[src/rtl/scan_chunk_queue.sv]
module scan_chunk_queue #(
  parameter int DEPTH      = 16,
  parameter int DW         = 8,
  parameter bit MOUSE_MODE = 1'b0,
  localparam int AW        = $clog2(DEPTH),
  localparam int PW        = AW + 1
) (
  input  logic          clk,
  input  logic          rst_n,
  input  logic          wr_valid,
  input  logic [DW-1:0] wr_data,
  input  logic          wr_last,
  output logic          rd_valid,
  output logic [DW-1:0] rd_data,
  output logic          rd_last,
  input  logic          byte_done,
  input  logic          abort,
  output logic [PW-1:0] occupancy,
  output logic          chunk_dropped
);

  logic [DW:0]   mem [DEPTH];
  logic [PW-1:0] tail_q, head_c, head_s, stage_n;
  logic          stage_bad;

  wire [PW-1:0] used   = tail_q - head_c;
  wire [PW:0]   need   = {1'b0, used} + {1'b0, stage_n} + (PW+1)'(1);
  wire          fits   = need <= (PW+1)'(DEPTH);
  wire          wr_ok  = wr_valid && !stage_bad && fits;
  wire          commit = wr_ok && wr_last;
  wire          drop   = wr_valid && wr_last && !wr_ok;
  wire          replace = MOUSE_MODE && commit;
  wire [PW-1:0] wr_ptr = tail_q + stage_n;
  wire [DW:0]   cur    = mem[head_s[AW-1:0]];
  wire          take   = byte_done && rd_valid && !abort;

  assign rd_valid  = head_s != tail_q;
  assign rd_data   = cur[DW-1:0];
  assign rd_last   = cur[DW];
  assign occupancy = used;

  always_ff @(posedge clk)
    if (wr_ok) mem[wr_ptr[AW-1:0]] <= {wr_last, wr_data};

  always_ff @(posedge clk) begin
    if (!rst_n) begin
      stage_n   <= '0;
      stage_bad <= 1'b0;
    end else if (wr_valid && wr_last) begin
      stage_n   <= '0;
      stage_bad <= 1'b0;
    end else if (wr_ok) begin
      stage_n   <= stage_n + PW'(1);
    end else if (wr_valid) begin
      stage_bad <= 1'b1;
    end
  end

  always_ff @(posedge clk) begin
    if (!rst_n) begin
      tail_q        <= '0;
      head_c        <= '0;
      head_s        <= '0;
      chunk_dropped <= 1'b0;
    end else begin
      chunk_dropped <= drop;
      if (commit) tail_q <= wr_ptr + PW'(1);
      if (replace) begin
        head_c <= tail_q;
        head_s <= tail_q;
      end else if (abort) begin
        head_s <= head_c;
      end else if (take) begin
        head_s <= head_s + PW'(1);
        if (rd_last) head_c <= head_s + PW'(1);
      end
    end
  end

  AST_OCC_BOUND: assert property (@(posedge clk) disable iff (!rst_n)
    occupancy <= PW'(DEPTH));

  AST_CURSOR_INSIDE: assert property (@(posedge clk) disable iff (!rst_n)
    (tail_q - head_s) <= (tail_q - head_c));

  AST_DROP_NO_GROWTH: assert property (@(posedge clk) disable iff (!rst_n)
    drop |=> $stable(tail_q));

  AST_STAGE_HIDDEN: assert property (@(posedge clk) disable iff (!rst_n)
    (wr_valid && !wr_last && !replace) |=> $stable(tail_q));

  AST_MID_NO_FREE: assert property (@(posedge clk) disable iff (!rst_n)
    (take && !rd_last && !replace) |=> $stable(head_c));

  AST_ABORT_REWIND: assert property (@(posedge clk) disable iff (!rst_n)
    (abort && !replace) |=> (head_s == $past(head_c)) && $stable(head_c));

  AST_IDLE_HOLD: assert property (@(posedge clk) disable iff (!rst_n)
    (!byte_done && !abort && !replace) |=> $stable(head_s) && $stable(head_c));

  AST_MOUSE_FRESH: assert property (@(posedge clk) disable iff (!rst_n)
    replace |=> (head_s == head_c) && (head_c == $past(tail_q)));

  AST_RESET_EMPTY: assert property (@(posedge clk)
    !rst_n |=> !rd_valid && occupancy == '0 && !chunk_dropped);

endmodule

[config.mk]
export PLATFORM = sky130hd
export DESIGN_NAME = scan_chunk_queue
export DESIGN_NICKNAME = d
export VERILOG_FILES = /design/src/rtl/scan_chunk_queue.sv
export SDC_FILE = /design/constraint.sdc
export NUM_CORES = 1
export LEC_CHECK = 0
export BUFFER_PORTS_ARGS = -buffer_cell sky130_fd_sc_hd__buf_2
export CORE_ASPECT_RATIO = 0.7
export CORE_MARGIN = 5
export CORE_UTILIZATION = 45
export CTS_CLUSTER_DIAMETER = 120
export DETAILED_ROUTE_END_ITERATION = 10
export PLACE_DENSITY_LB_ADDON = 0.3
export SYNTH_ARGS = -nofsm -noshare
export SYNTH_HDL_FRONTEND = slang
export SYNTH_SLANG_ARGS = --single-unit
[constraint.sdc]
create_clock -name clk -period 5.2 [get_ports clk]
set_input_delay 0.52 -clock clk [delete_from_list [all_inputs] [get_ports clk]]
set_output_delay 0.52 -clock clk [all_outputs]
set_load 0.01 [all_outputs]
==> results by group <==
Setup path
  – Crit-path cells: inv_1 > ha_1 > inv_1 > fa_1 > a21o_1 > a21oi_1 > xnor2_1 > ha_1 > nand2_1 > a211o_1 > o311ai_1 > o21ai_1 > buf_4 > or3b_4 > nor2_1
  – Worst Path Arrival: 4.47 ns
  – WP data required: 5.25 ns
  – Element type at the critical path end: flop
  – Crit-path max FO: 13
  – Crit path max-delay cell type: nor2_1
  – WS Path Type: flop to flop
  – Setup crit start kind: flop
  – Critical path's largest stage delay: 0.67 ns

Timing
  – Hold Vio Cnt, Final: 0
  – Unrepaired setup endpoints after global routing: false
  – Fin. max-slew vios: 0
  – Period utilization: 84.98%
  – Slew margin rel.: 26.88%
  – Fmax: 0.2263 GHz
  – Layout Skew: 0.009333 ns
  – Final setup vio count: 0
  – Fin crit period: 4.419 ns
  – Setup_tns: 0 ns
  – Worst Tran Pin Value: 1.093 ns

Drt
  – Starting DRT DRC Count: 364
  – ANT nets after route: 0
  – DRC: 0
  – Average wire per standard cell: 21.91 um
  – Routed vias: 3885
  – Vias per Instance: 5.713
  – DRT Pass-1 Iters: 4
  – DRT Wirelength: 14900 um

Placement
  – Hpwl dp: 9571 um
  – Final GP Congestion: 0.7984
  – Buffers on Ports: 29

Hold path
  – Hold Path Class: primary input to flop

Logic synthesis
  – Top cells by area, synth: edfxtp_1, mux4_2, dfxtp_1, ha_1, xnor2_1
  – Top-count cell post-synth: edfxtp_1
  – Library cells used by synthesis: 44
  – Yosys warns: 0
  – Cell taking the most area after synthesis: edfxtp_1
  – Yosys reg bits: 170
  – Yosys top cell area share: 59.62%
  – Post-synth top cells: edfxtp_1, mux4_2, dfxtp_1
  – Async SR Flop Fraction: 0%
  – Post-synth EDFFs: 144
  – Ys flop type: edfxtp_1
  – Synth Net Count: 454
  – Syn Area/Cell: 17.35 um^2
  – Syn Inst Count: 418
  – Sequential share of the synthesized area: 66.79%
  – Post-Syn Area: 7253 um^2

GRT
  – Total congestion overflow: 0
  – Antenna violations before repair: 0
  – First-pass GRT wire length: 23180 um
  – GRT Resource Usage Total: 16.87%
  – Vias in the first global route: 3962
  – Largest net degree at the start of global routing: 34

Clocking
  – Clk sinks: 170
  – CTS tree: built
  – Post-CTS Hold Buffers: 0
  – CTS root buffer: clkbuf_16
  – Postcts setup bufs: 0
  – Clock-pin slew on the worst setup and hold paths: 0.07 ns
  – CTS Buf Count: 17
  – PostCTS Resize Cnt: 0
  – Longest Clk Path Bufs: 2
  – H-tree lvl count: 4
  – Worst skew pair latency: 0.43 ns

Die
  – Row cnt: 38
  – DIE HEIGHT: 116.2 um
  – Die X: 161.7 um
  – Core Box Area: 15640 um^2
  – Starting density of the core: 46.37%
  – Num ports: 30
  – Die ar.: 18800 um^2

Layout
  – ANT cells: 0
  – Layout Utilization: 53.27%
  – # fillers: 1211
  – Fin nets: 503
  – Synth-to-Final Area Change: 14.89%
  – Layout cells sized above 1: 29.17%

Flow run
  – Max-cap violations: 0

Power and ir drop
  – PwrDens: 363.9 nW/um^2
  – Pleak: 0.002799 uW
  – Final Total Pwr: 3033 uW
  – Max VDD drop: 216.1 uV

Status
  – Status: complete, no violations
critical path, delay by kind of cell, from the launching register on:
kind	cells	cell delay [ns]
AND/OR/NAND/NOR	3	1.18
AO/OA/AOI/OAI	5	1.07
adder cells (fa/ha/maj)	3	0.92
buffers and inverters	3	0.41
flip-flops	1	0.34
XOR/XNOR	1	0.12
worst paths after layout:
check / start / to / slack [ns] / cells past startpoint
max: tail_q[0] / mem[11][3] / 0.78 / 15
min: wr_valid / stage_bad / 0.39 / 3
max reg2reg: tail_q[0] / mem[11][3] / 0.78 / 15
min reg2reg: head_c[2] / head_c[2] / 0.50 / 2
cells in the final DEF, fill, tap and decap left out, types with 15 or more instances in the layout:
cell type	netlist	routed
buf_4	0	19
edfxtp_1	144	144
dfxtp_1	26	25
a21oi_1	15	15
buf_2	6	29
xnor2_1	18	18
nand2_1	19	19
ha_1	20	20
mux4_2	45	45
clkbuf_16	0	17
layout make-up:
type | count | area [um^2] | area share (%)
sequential | 170 | 4846 | 58.15
multi-input combinational | 220 | 2331 | 27.97
clock buffer | 17 | 425.4 | 5.105
timing repair buffer | 48 | 287.8 | 3.453
tap | 200 | 250.2 | 3.003
clock inverter | 15 | 155.1 | 1.862
inverter | 10 | 37.54 | 0.4505
flip-flops by register name (all words and copies together), names as in the netlist, named ones only:
register,count
chunk_dropped,1
head_c,5
tail_q,5
head_s,5
mem,144
stage_bad,1
stage_n,5
cell families (layout without fill, tap and decap cells):
kind of cell | count (synthesis) | count (layout) | synth area share [%]
flops | 170 | 170 | 66.79
simple gates | 77 | 77 | 5.606
compound gates | 50 | 50 | 4.658
mux | 49 | 49 | 14.52
buf+inv | 28 | 90 | 1.760
fa+ha+maj | 22 | 22 | 4.002
xor+xnor | 22 | 22 | 2.656
metal layers:
metal,part of all wire [%],track usage (%)
met5,0,0
met4,0.85,5.239
met3,6.7,4.621
met2,45,25.65
met1,47,24.12
power breakdown:
group	internal (uW)	switching [uW]	total (uW)
clock	639	583	1220
combinational	127	147	274
sequential	1510	27.9	1540
total	2270	758	3030
metrics by stage:
step           hold WS [ns]  instances  cell area (um^2)  setup slack, ns
5_1_grt              0.4014        680              8333           0.3925
2_1_floorplan        0.4439        418              7253            1.073
6_report             0.3936        680              8333           0.7810
3_3_place_gp         0.4589        648              7752           0.9655
4_1_cts              0.3745        680              8333           0.7802
3_5_place_dp         0.4868        648              7752           0.8032
Power figures use the tool's default switching activity.
